===== src/rtl/pla_pkg.sv =====
package pla_pkg;

    typedef enum logic {
        PLANE_AND = 1'b0,
        PLANE_OR  = 1'b1
    } plane_e;

    function automatic int idx_width(input int n_term, input int n_out);
        int cnt;
        cnt = (n_term > n_out) ? n_term : n_out;
        return (cnt > 1) ? $clog2(cnt) : 1;
    endfunction

    function automatic int data_width(input int n_in, input int n_term);
        return (2 * n_in > n_term) ? 2 * n_in : n_term;
    endfunction

endpackage


===== src/rtl/pla_and_plane.sv =====
module pla_and_plane #(
    parameter int N_IN   = 3,
    parameter int N_TERM = 4,
    parameter int IDX_W  = 2
) (
    input  logic              clk,
    input  logic              rst,
    input  logic              wr_en,
    input  logic [IDX_W-1:0]  wr_idx,
    input  logic [2*N_IN-1:0] wr_mask,
    input  logic [N_IN-1:0]   pla_in,
    output logic [N_TERM-1:0] terms
);
    localparam int LIT_W = 2 * N_IN;

    for (genvar t = 0; t < N_TERM; t++) begin : g_term
        logic [LIT_W-1:0] lit_q;
        logic             hit;

        assign hit = wr_en && (wr_idx == IDX_W'(t));

        always_ff @(posedge clk) begin
            if (rst) begin
                lit_q <= '0;
            end else if (hit) begin
                lit_q <= wr_mask;
            end
        end

        always_comb begin
            terms[t] = 1'b1;
            for (int i = 0; i < N_IN; i++) begin
                if (lit_q[2*i] && !pla_in[i]) begin
                    terms[t] = 1'b0;
                end
                if (lit_q[2*i+1] && pla_in[i]) begin
                    terms[t] = 1'b0;
                end
            end
        end
    end

endmodule


===== src/rtl/pla_or_plane.sv =====
module pla_or_plane #(
    parameter int N_TERM = 4,
    parameter int N_OUT  = 3,
    parameter int IDX_W  = 2
) (
    input  logic              clk,
    input  logic              rst,
    input  logic              wr_en,
    input  logic [IDX_W-1:0]  wr_idx,
    input  logic [N_TERM-1:0] wr_mask,
    input  logic [N_TERM-1:0] terms,
    output logic [N_OUT-1:0]  pla_out
);

    for (genvar j = 0; j < N_OUT; j++) begin : g_out
        logic [N_TERM-1:0] sum_q;
        logic              hit;

        assign hit = wr_en && (wr_idx == IDX_W'(j));

        always_ff @(posedge clk) begin
            if (rst) begin
                sum_q <= '0;
            end else if (hit) begin
                sum_q <= wr_mask;
            end
        end

        assign pla_out[j] = |(sum_q & terms);
    end

endmodule


===== src/rtl/pla_array.sv =====
module pla_array #(
    parameter int N_IN   = 3,
    parameter int N_TERM = 4,
    parameter int N_OUT  = 3,
    parameter int IDX_W  = pla_pkg::idx_width(N_TERM, N_OUT),
    parameter int CFG_W  = pla_pkg::data_width(N_IN, N_TERM)
) (
    input  logic             clk,
    input  logic             rst,
    input  logic             cfg_we,
    input  logic             cfg_sel,
    input  logic [IDX_W-1:0] cfg_idx,
    input  logic [CFG_W-1:0] cfg_data,
    input  logic [N_IN-1:0]  pla_in,
    output logic [N_OUT-1:0] pla_out
);
    import pla_pkg::*;

    logic [N_TERM-1:0] terms;
    logic              and_we;
    logic              or_we;

    assign and_we = cfg_we && (plane_e'(cfg_sel) == PLANE_AND);
    assign or_we  = cfg_we && (plane_e'(cfg_sel) == PLANE_OR);

    pla_and_plane #(
        .N_IN   (N_IN),
        .N_TERM (N_TERM),
        .IDX_W  (IDX_W)
    ) u_and (
        .clk     (clk),
        .rst     (rst),
        .wr_en   (and_we),
        .wr_idx  (cfg_idx),
        .wr_mask (cfg_data[2*N_IN-1:0]),
        .pla_in  (pla_in),
        .terms   (terms)
    );

    pla_or_plane #(
        .N_TERM (N_TERM),
        .N_OUT  (N_OUT),
        .IDX_W  (IDX_W)
    ) u_or (
        .clk     (clk),
        .rst     (rst),
        .wr_en   (or_we),
        .wr_idx  (cfg_idx),
        .wr_mask (cfg_data[N_TERM-1:0]),
        .terms   (terms),
        .pla_out (pla_out)
    );

endmodule


===== config.mk =====
export PLATFORM = sky130hd
export DESIGN_NAME = pla_array
export DESIGN_NICKNAME = d
export VERILOG_FILES = /design/src/rtl/pla_pkg.sv /design/src/rtl/pla_and_plane.sv /design/src/rtl/pla_or_plane.sv /design/src/rtl/pla_array.sv
export SDC_FILE = /design/constraint.sdc
export NUM_CORES = 1
export LEC_CHECK = 0
export ABC_AREA = 0
export BUFFER_PORTS_ARGS = -buffer_cell sky130_fd_sc_hd__buf_4
export CAP_MARGIN = 20
export CORE_MARGIN = 3
export CORE_UTILIZATION = 53
export CTS_CLUSTER_SIZE = 12
export DETAILED_ROUTE_END_ITERATION = 10
export PLACE_DENSITY = 0.73
export SYNTH_ARGS = -nofsm -noshare
export SYNTH_HDL_FRONTEND = slang
export SYNTH_SLANG_ARGS = --single-unit
export TNS_END_PERCENT = 20

===== constraint.sdc =====
create_clock -name clk -period 1.6 [get_ports clk]
set_input_delay 0.08 -clock clk [delete_from_list [all_inputs] [get_ports clk]]
set_output_delay 0.08 -clock clk [all_outputs]
set_load 0.01 [all_outputs]

**After elaboration in Yosys (flattened, before gate mapping)**

Cells that the tools add are included.

- Mux-type cells: 24
- Bitwise gates (word level): 4
- Equal/unequal tests: 3
- Reductions and logical operators: 40

Operators by type and width:

| cell | number |
|---|---|
| 1-bit logical AND | 33 |
| 1-bit 2-to-1 mux | 24 |
| 4-bit AND | 3 |
| 4-bit OR reduction | 3 |
| 2-bit equality test (second input constant) | 2 |
| 1-bit logical NOT | 3 |
| 2-bit by 1-bit equality test with 1-bit output (second input constant) | 1 |
| 2-bit logical NOT | 1 |
| 1-bit inverter | 1 |

- Input port bits: 15
- Bits in registers: 36
- Word-level logic and storage cells: 78
- Output and inout bits: 3

**Depth between registers and ports, before layout**

Gate-level depths: netlist of the first run.

- Depth in word-level cells: 10
- Gate-level depth with buffers: 5
- Gate-level depth less buffers: 3

**Cells and area by module**

A second synthesis of the first run with hierarchy kept.

- Cell total of the unflattened synthesis: 163
- Area total of the unflattened synthesis: 1686.6 sq um

By module, submodules not included:

| module | area each (sq um) | cells each | times used | sequential area each (sq um) |
|---|---|---|---|---|
| pla_and_plane | 1116.1 | 106 | 1 | 480.5 |
| pla_or_plane | 554.3 | 55 | 1 | 240.2 |
| pla_array | 16.3 | 2 | 1 | 0.0 |

**Worst setup path before layout of the first run**

No wires, ideal clock.

- Kind: input port to flip-flop
- From: input cfg_idx[1]
- To: register u_and.g_term[0].lit_q[0]
- Required time: 1.472 ns
- Data arrival time: 0.961 ns
- Buffers on the path: 1
- Setup slack: 0.511 ns
- Setup time: 0.128 ns
- Cell stages on the path: 4
- Cell sequence: buf_2 > nor4b_4 > mux2i_1 > nor2_1

- Word-level cells in the longest chain between the ends: 2

Ends and longest elaborated chain:

| what | RTL line | RTL |
|---|---|---|
| start: declaration | pla_array.sv:12 | `input logic [IDX_W-1:0] cfg_idx,` |
| 2-bit logical NOT | pla_and_plane.sv:20 | `assign hit = wr_en && (wr_idx == IDX_W'(t));` |
| 1-bit logical AND | pla_and_plane.sv:20 |  |
| end signal: assignment | pla_and_plane.sv:26 | `lit_q <= wr_mask;` |
| end: declaration | pla_and_plane.sv:17 | `logic [LIT_W-1:0] lit_q;` |

No other way between the ends.
A chain may end at the register's enable or synchronous reset.

**Final worst setup path of the first run**

- From: register u_and.g_term[3].lit_q[5]
- To: output pla_out[2]

- Word-level cells in the longest chain between the ends: 4

Ends and longest elaborated chain:

| what | RTL line | RTL |
|---|---|---|
| start: declaration | pla_and_plane.sv:17 |  |
| start signal: assignment | pla_and_plane.sv:26 |  |
| 1-bit logical AND | pla_and_plane.sv:36 | `if (lit_q[2*i+1] && pla_in[i]) begin` |
| 1-bit 2-to-1 mux | pla_and_plane.sv:36 |  |
| 4-bit AND | pla_or_plane.sv:29 | `assign pla_out[j] = \|(sum_q & terms);` |
| 4-bit OR reduction | pla_or_plane.sv:29 |  |
| end: declaration | pla_array.sv:15 | `output logic [N_OUT-1:0] pla_out` |

No other way between the ends.

==> results.md, run 1 <==
- Outcome: finished, final reports clean
- Final Core Density: 64.1%
- Routed wire length per instance: 16.9 um
- Die X: 60.6 um
- DR iter-0 viols: 87
- All-Layer GR Usage: 20.8%
- Routability cong.: 0.850
- CP delay by family, top: flip-flops
- Syn Area/Cell: 10.1 um2
- Slowest-stage cell, CP: dfxtp_1
- Most common cell after layout, fill and taps aside: mux2i_1
- CP dominant cell by count: nand4_1
- Mapped Nets: 171
- Reg-to-Reg Start: u_or.g_out[1].sum_q[3]
- Ant. Diodes: 0
- TritonCTS clock tree: built
- Design Power: 1.72 mW
- CP Data Arrival Time: 1.39 ns
- Worst Tran Pin Value: 0.558 ns
- Io pins: 18
- Final setup margin: 0.133 ns
- Max-slew headroom: 62.7%
- Cell total after placement: 194
- Post-CTS Setup Inserts: 0
- Synthesized instance count: 156
- Yosys reg bits: 36
- Setup violators final: 0
- Post-CTS Hold Fix Bufs: 0
- Sink Count: 36
- First-pass GRT wire length: 5430 um
- Number of library cell types mapped by synthesis: 10
- Layout cells sized above 1: 17.4%
- Initial Utilization: 56.2%
- Leak: 0.780 nW
- Total number of vias: 1,183
- Pwr dens: 958 nW/um2
- Design Area, Final: 1800 um2
- Crit share post-route: 91.7%
- GRT overflow: 0
- Largest net degree at the start of global routing: 37
- Core area: 2810 um2
- CP endpoint kind: primary output
- CP Launch Type: register
- Bufs and invs on worst path: 1
- Die height: 60.6 um
- Cell chain of the critical path: mux2i_1, nand4_1, nand4_1, buf_4
- CP Launch Point: u_and.g_term[3].lit_q[5]
- Cts repair resizes: 0
- DRC Markers: 0
- Final Hold Fails: 0
- Commonest cells after routing, fill and taps aside: mux2i_1 (48), nor2_1 (36), dfxtp_1 (36)
- Final Critical Period: 1.47 ns
- Dpl hpwl: 2550 um
- Max FO, Critical Path: 3
- PortBufs: 17
- Layout area overhead: 13.9%
- Hold_sp: cfg_data[5]
- H-tree depth: 2
- Vias in the first global route: 1,124
- Total detailed-routing wirelength: 3430 um
- Critical path class: register to primary output
- DIE AREA: 3670 um2
- Max Cap Viol: 0
- Num CTS Buffers: 5
- Fin cells: 203
- Warnings, synthesis: 0
- CTS clk-pin slew, worst paths: 0.12 ns
- Nets: 186
- Initial antenna violation count: 0
- Detail Route Antenna Nets: 0
- Pre-CTS WS: 0.354 ns
- Drt first pass iters: 4
- Clk Latency, worst-skew pair: 0.33 ns
- Final slew viol count: 0
- Sequential-to-total area share from yosys stat: 45.7%
- DP Area: 1710 um2
- Clock root buffer: clkbuf_4
- CTS max path bufs: 2
- WHS: 0.0265 ns
- RSZ-0062 raised after global routing: false
- Fmax: 681 MHz
- Slowest stage delay, CP: 0.33 ns
- CP Data Required Time: 1.52 ns
- Num rows: 19
- Vias/cell: 5.83
- Mapped Area: 1580 um2
- Worst vdd ir: 0.711 mV
- Class of the worst hold path: primary input to register
- Setup Skew: 0 ns
- Setup TNS: 0 ns
[where the power goes]
part	internal [mW]	total (mW)	switching (mW)	leakage, nW
sequential	0.915	0.926	0.0103	0.291
clock	0.326	0.628	0.302	0.0412
combinational	0.0772	0.167	0.0899	0.448
total	1.32	1.72	0.402	0.780
[synthesized netlist by cell type, drive strengths merged]
cell | n | area [um2]
buf | 7 | 41.3
nand4 | 15 | 93.8
dfxtp | 36 | 721
nor4bb | 3 | 30.0
nor4b | 1 | 23.8
nor2 | 36 | 135
nand4b | 3 | 26.3
clkbuf | 7 | 26.3
mux2i | 48 | 480
[metal layers]
| layer | up-vias | routed length, um | global-route usage (%) |
|---|---|---|---|
| met3 | 6 | 149 | 8.09 |
| li1 | 581 | - | - |
| met4 | 0 | 71 | 8.05 |
| met2 | 21 | 1670 | 32.5 |
| met5 | - | 0 | 0 |
| met1 | 575 | 1540 | 25.9 |
[logic make-up after synthesis]
| group | after synthesis | share of synthesized area [%] |
|---|---|---|
| muxes | 48 | 30.5 |
| buffers and inverters | 14 | 4.28 |
| and+or+nand+nor | 58 | 19.6 |
| DFF | 36 | 45.7 |
[path summary, 6_finish.rpt]
path         cells after the start                  endpoint  slack, ns
min                              3  u_and.g_term[1].lit_q[5]       0.03
max reg2reg                      2    u_or.g_out[1].sum_q[3]       0.92
max                              4                pla_out[2]       0.13
min reg2reg                      2  u_and.g_term[1].lit_q[2]       0.51
[sequential cells by signal, indices dropped and copies added, names as in the netlist]
| register | cells |
|---|---|
| u_and.g_term.lit_q | 24 |
| u_or.g_out.sum_q | 12 |
[layout make-up]
type	count	area (um2)
Clock buffer	5	37.5
Sequential cell	36	721
Tap cell	31	38.8
Clock inverter	3	42.5
Multi-Input combinational cell	106	790
Fill cell	242	1010
Timing Repair Buffer	22	168
[tightest hold or removal path, delay by kind of cell]
kind / cells / cell delay (ns)
simple gates: 1 / 0.08
mux: 1 / 0.07
buf+inv: 1 / 0.11
Power figures use the tool's default switching activity.
==> run 2: changes to the inputs <==
--- a/config.mk
+++ b/config.mk
@@ -8,11 +8,13 @@
 export ABC_AREA = 0
 export BUFFER_PORTS_ARGS = -buffer_cell sky130_fd_sc_hd__buf_4
 export CAP_MARGIN = 20
+export CELL_PAD_IN_SITES_DETAIL_PLACEMENT = 0
+export CELL_PAD_IN_SITES_GLOBAL_PLACEMENT = 1
 export CORE_MARGIN = 3
-export CORE_UTILIZATION = 53
+export CORE_UTILIZATION = 47
 export CTS_CLUSTER_SIZE = 12
 export DETAILED_ROUTE_END_ITERATION = 10
-export PLACE_DENSITY = 0.73
+export PLACE_DENSITY = 0.82
 export SYNTH_ARGS = -nofsm -noshare
 export SYNTH_HDL_FRONTEND = slang
 export SYNTH_SLANG_ARGS = --single-unit
==> run 2 against run 1 <==
  * Non-clock buffer count fell by 1
  * Sequential share of layout area down 0.14 points
  * Clock skew stayed put
  * First-iteration DRC count decreased by 24%
  * Hold slack got worse by 0.021 ns
  * Total power up 0.16%
  * Largest cell class unchanged
  * Critical path depth stayed put
  * Final cell count is 5.9% higher
  * Maximum frequency grew 0.57%
  * Combinational power hardly changed
  * Core utilization shrank 6.4 points
  * Final area grew 0.35%
==> results.md, run 2 (same netlist as run 1, synthesis figures left out) <==
- Outcome: finished, final reports clean
- All-Layer GR Usage: 19.1% (-1.8 points)
- CP Data Required Time: 1.52 ns (about the same)
- Hold Path Stages: 3 (unchanged)
- CP Data Arrival Time: 1.38 ns (about the same)
- Vias/cell: 5.43 (-6.8%)
- Clk Latency, worst-skew pair: 0.33 ns (about the same)
- Flop pwr share: 53.7% (about the same)
- Final slew viol count: 0 (unchanged)
- CTS max path bufs: 2 (unchanged)
- Routed wire length per instance: 16.2 um (-4.3%)
- CTS clk-pin slew, worst paths: 0.11 ns (about the same)
- Switching pwr: 0.404 mW (+0.49%)
- Class of the worst hold path: primary input to register
- Setup violators final: 0 (unchanged)
- CP Launch Type: register
- Final Hold Fails: 0 (unchanged)
- Reg-to-reg setup timing slack: 0.92 ns (about the same)
- Total stage count of the critical path: 4 (unchanged)
- Die height: 63.9 um (+5.6%)
- P_int: 1.32 mW (about the same)
- Detail Route Antenna Nets: 0 (unchanged)
- Most common cell after layout, fill and taps aside: mux2i_1
- RSZ-0062 raised after global routing: false
- Setup Skew: 0 ns (unchanged)
- R2R Path End: u_and.g_term[0].lit_q[1]
- DRC Markers: 0 (unchanged)
- Core area: 3130 um2 (+12%)
- Reg-to-Reg Start: u_and.g_term[0].lit_q[1]
- Worst vdd ir: 0.524 mV (-26%)
- Hold_sp: cfg_data[4]
- Final Critical Period: 1.46 ns (-0.00835 ns)
- Slowest-stage cell, CP: dfxtp_1
- GRT overflow: 0 (unchanged)
- DR iter-0 viols: 66 (-24%)
- First-pass GRT wire length: 5870 um (+8.0%)
- Cell total after placement: 207 (+6.7%)
- Slowest stage delay, CP: 0.32 ns (about the same)
- Post-CTS Hold Fix Bufs: 0 (unchanged)
- Filler Cells Inserted: 277 (+14%)
- Num CTS Buffers: 5 (unchanged)
- Logic pwr share: 9.6% (about the same)
- Max FO, Critical Path: 3 (unchanged)
- TritonCTS clock tree: built
- Ant. Diodes: 0 (unchanged)
- Routability cong.: 0.881 (+3.6%)
- Vias in the first global route: 1,182 (+5.2%)
- PortBufs: 17 (unchanged)
- Io pins: 18 (unchanged)
- Fin cells: 215 (+5.9%)
- Layout area overhead: 14.3%
- Bufs and invs on worst path: 1 (unchanged)
- Pwr dens: 956 nW/um2 (-0.19%)
- Die X: 63.9 um (+5.6%)
- Max-slew headroom: 64.3% (+1.7 points)
- Worst Tran Pin Value: 0.533 ns (-0.0251 ns)
- Reg with most FFs: u_and.g_term.lit_q
- Num rows: 20 (+1)
- Clock root buffer: clkbuf_4
- DIE AREA: 4090 um2 (+11%)
- Drt first pass iters: 4 (unchanged)
- Reg2Reg Depth: 2 (unchanged)
- Fmax: 685 MHz (+0.57%)
- Cell chain of the critical path: mux2i_1, nand4_1, nand4_1, buf_4
- Layout cells sized above 1: 17.5% (+0.10 points)
- Clock power share: 36.7% (+0.2 points)
- Max Cap Viol: 0 (unchanged)
- Largest net degree at the start of global routing: 37 (unchanged)
- H-tree depth: 2 (unchanged)
- Sink Count: 36 (unchanged)
- Total detailed-routing wirelength: 3480 um (+1.4%)
- Commonest cells after routing, fill and taps aside: mux2i_1 (47), nor2_1 (36), dfxtp_1 (36)
- Leak: 0.774 nW (-0.73%)
- CP dominant cell by count: nand4_1
- Critical path class: register to primary output
- Initial antenna violation count: 0 (unchanged)
- Dpl hpwl: 2560 um (+0.66%)
- Design Power: 1.72 mW (+0.16%)
- Max FFs per register: 24 (unchanged)
- Hold Path End: u_and.g_term[3].lit_q[4]
- Setup TNS: 0 ns (unchanged)
- Crit share post-route: 91.2% (-0.52 points)
- CP delay by family, top: flip-flops
- Nets: 185 (-0.54%)
- Initial Utilization: 50.4% (-5.8 points)
- Total number of vias: 1,168 (-1.3%)
- CP endpoint kind: primary output
- Net Sw Frac: 23.5% (+0.077 points)
- Biggest regs: u_and.g_term.lit_q x24, u_or.g_out.sum_q x12
==> run 2: repair_timing <==
item                                    in CTS  in global routing
gates resized for setup                      0                  1
endpoints found under the setup margin       0                  2
setup buffers                                0                  0
==> run 2: worst max path at each step <==
stage	from	endpoint	slack, ns
detailed placement	cfg_idx[0]	u_and.g_term[0].lit_q[1]	0.35
CTS	u_and.g_term[3].lit_q[5]	pla_out[1]	0.14
global route	u_and.g_term[2].lit_q[1]	pla_out[1]	0.03
floorplan	cfg_idx[1]	u_and.g_term[0].lit_q[0]	0.51
global placement	cfg_idx[0]	u_and.g_term[0].lit_q[1]	0.43
finish	u_and.g_term[2].lit_q[1]	pla_out[1]	0.14
==> run 2: layout make-up <==
cell class	count	area [um2]	share of cell area [%]
clock buffer	6	41.3	2.29
tap	44	55.1	3.05
timing repair buffer	21	158	8.74
multi-input combinational	106	793	44.0
sequential	36	721	40.0
clock inverter	2	35.0	1.94
==> run 2: per-layer routing <==
layer / vias up / global-route usage [%] / part of all wire [%]
met5: - / 0 / 0
met4: 0 / 5.66 / 1.1
met3: 6 / 6.15 / 3.6
met2: 22 / 30.3 / 46
met1: 560 / 24.5 / 49
li1: 580 / - / -
==> run 2: per-stage QoR <==
| stage | setup slack (ns) | utilization (%) | hold WS [ns] | instance area, um2 |
|---|---|---|---|---|
| after floorplan | 0.511 | - | 0.224 | 1580 |
| after global placement | 0.433 | 55.1 | 0.349 | 1720 |
| final | 0.141 | 57.6 | 0.00562 | 1800 |
| after detailed placement | 0.353 | 55.1 | 0.358 | 1720 |
| after global routing | 0.0322 | 57.6 | 0.0119 | 1800 |
| after CTS | 0.138 | 57.5 | 0.000144 | 1800 |
==> run 2: worst reg2reg max path: stages, from the launching register on <==
cell	delay, ns
dfxtp_1	0.33
mux2i_1	0.17
nor2_1	0.06
==> run 2: power by group through the flow <==
stage	combinational (mW)	clock (mW)	sequential [mW]
2_1_floorplan	0.104	0	0.943
3_3_place_gp	0.159	0	0.945
3_5_place_dp	0.165	0	0.946
4_1_cts	0.165	0.641	0.925
5_1_grt	0.180	0.695	0.928
6_report	0.166	0.632	0.926
==> run 3: changes to the inputs <==
--- a/config.mk
+++ b/config.mk
@@ -14,6 +14,7 @@
 export CORE_UTILIZATION = 47
 export CTS_CLUSTER_SIZE = 12
 export DETAILED_ROUTE_END_ITERATION = 10
+export GPL_TIMING_DRIVEN = 0
 export PLACE_DENSITY = 0.82
 export SYNTH_ARGS = -nofsm -noshare
 export SYNTH_HDL_FRONTEND = slang
==> run 3 against run 2 <==
  * Combinational power hardly changed
  * Core utilization shrank 0.64 points
  * First-iteration DRC count increased by 11%
  * Die area unchanged
  * Clock skew did not move
  * Sequential share of layout area rose by 0.45 points
==> results.md, run 3 (same netlist as run 1, synthesis figures left out) <==
- Pre-CTS WS: 0.332 ns (-0.0217 ns)
- Class of the worst hold path: primary input to register
- Reg with most FFs: u_and.g_term.lit_q
- Initial Utilization: 50.4% (unchanged)
- Crit share post-route: 93.2% (+2.0 points)
- Design Power: 1.58 mW (-8.1%)
- Vias in the first global route: 1,224 (+3.6%)
- Drt first pass iters: 4 (unchanged)
- CP Launch Type: register
- Fin cells: 219 (+1.9%)
- Setup Skew: 0 ns (unchanged)
- Pwr dens: 888 nW/um2 (-7.1%)
- CP Data Arrival Time: 1.41 ns (+0.03 ns)
- Max-slew headroom: 59.1% (-5.2 points)
- PortBufs: 9 (-8)
- DP Area: 1700 um2 (-1.3%)
- Core area: 3130 um2 (unchanged)
- Cell total after placement: 209 (+0.97%)
- Clk Latency, worst-skew pair: 0.33 ns (about the same)
- CP endpoint kind: primary output
- TritonCTS clock tree: built
- Fmax: 670 MHz (-2.2%)
- Max Cap Viol: 0 (unchanged)
- Ant. Diodes: 0 (unchanged)
- H-tree depth: 2 (unchanged)
- Outcome: finished, final reports clean
- Setup TNS: 0 ns (unchanged)
- Clock root buffer: clkbuf_4
- Setup violators final: 0 (unchanged)
- Post-CTS Setup Inserts: 0 (unchanged)
- First-pass GRT wire length: 5770 um (-1.7%)
- Routability cong.: 0.803 (-8.8%)
- Vias/cell: 5.44 (+0.19%)
- Num CTS Buffers: 5 (unchanged)
- Layout area overhead: 13.0%
- Routed wire length per instance: 15.6 um (-3.7%)
- Worst vdd ir: 0.551 mV (+5.1%)
- Initial antenna violation count: 0 (unchanged)
- Leak: 0.757 nW (-2.3%)
- Dpl hpwl: 2640 um (+3.0%)
- Total number of vias: 1,192 (+2.1%)
- Worst Tran Pin Value: 0.611 ns (+0.0778 ns)
- Die X: 63.9 um (unchanged)
- DR iter-0 viols: 73 (+11%)
- Final Hold Fails: 0 (unchanged)
- Sink Count: 36 (unchanged)
- Nets: 189 (+2.2%)
- Critical path class: register to primary output
- Final setup margin: 0.108 ns (-0.0326 ns)
- Layout cells sized above 1: 13.7% (-3.8 points)
- RSZ-0062 raised after global routing: false
- Max FO, Critical Path: 3 (unchanged)
- GRT overflow: 0 (unchanged)
- Most common cell after layout, fill and taps aside: mux2i_1
- Final slew viol count: 0 (unchanged)
- Largest net degree at the start of global routing: 11 (-70%)
- CTS max path bufs: 2 (unchanged)
- CTS clk-pin slew, worst paths: 0.11 ns (about the same)
- Max FFs per register: 24 (unchanged)
- Biggest regs: u_and.g_term.lit_q x24, u_or.g_out.sum_q x12
- Commonest cells after routing, fill and taps aside: mux2i_1 (47), nor2_1 (36), dfxtp_1 (36)
- Io pins: 18 (unchanged)
- Final Critical Period: 1.49 ns (+0.0326 ns)
- Detail Route Antenna Nets: 0 (unchanged)
- Die height: 63.9 um (unchanged)
- All-Layer GR Usage: 18.9% (-0.14 points)
- DIE AREA: 4090 um2 (unchanged)
- Design Area, Final: 1780 um2 (-1.1%)
- CP Data Required Time: 1.52 ns (about the same)
- DRC Markers: 0 (unchanged)
- Total detailed-routing wirelength: 3410 um (-1.9%)
- Num rows: 20 (unchanged)
run 3: cell types whose count changed in the layout (fill, tap and decap cells not counted):
cell,change
bufinv_16,-1
dlygate4sd3_1,+2
clkbuf_8,+1
clkinv_2,-1
buf_2,+6
buf_6,+1
clkbuf_1,+8
buf_4,-12
run 3: area by class of cell:
cell class              instances  area [um2]
plain buffers                  14        67.6
multi-input cells             106         793
repair buffers                 11        87.6
fillers                       279        1350
flip-flops and latches         36         721
clock buffers                   8        58.8
well taps                      44        55.1
run 3: critical path, stage by stage, from the launching register on:
cell and delay, ns:
dfxtp_1 0.32, mux2i_1 0.33, nand4_1 0.17, nand4_1 0.13, buf_4 0.13
run 3: what timing repair did:
action	CTS	global route
hold buffers	2	0
gates resized for setup	0	1
endpoints found under the hold margin	3	0
setup endpoints to repair	0	1
run 3: through the flow:
stage	hold WS (ns)	util, %
5_1_grt	0.0348	57.0
3_5_place_dp	0.350	54.4
6_report	0.0418	57.0
4_1_cts	0.0310	56.9
2_1_floorplan	0.224	-
3_3_place_gp	0.334	54.4
run 3: worst paths after layout:
check / start / endpoint / slack [ns] / depth (start not counted)
setup / recovery: u_and.g_term[0].lit_q[1] / pla_out[1] / 0.11 / 4
setup reg to reg: u_or.g_out[2].sum_q[3] / u_or.g_out[2].sum_q[3] / 0.94 / 2
hold reg to reg: u_and.g_term[1].lit_q[0] / u_and.g_term[1].lit_q[0] / 0.50 / 2
hold / removal: cfg_data[2] / u_or.g_out[2].sum_q[2] / 0.04 / 3
run 3: metal layers:
metal  vias to the layer above  track usage [%]  share of wire (%)
met5                         -                0                  0
met2                        23             29.3                 47
met4                         0             10.5                4.0
met1                       570             22.7                 45
met3                        11             6.68                3.9
li1                        588                -                  -
run 3: power breakdown:
group	internal [mW]	switching, mW	total [mW]	leakage, nW
combinational	0.0732	0.0898	0.163	0.433
sequential	0.915	0.0104	0.925	0.291
clock	0.217	0.278	0.495	0.0326
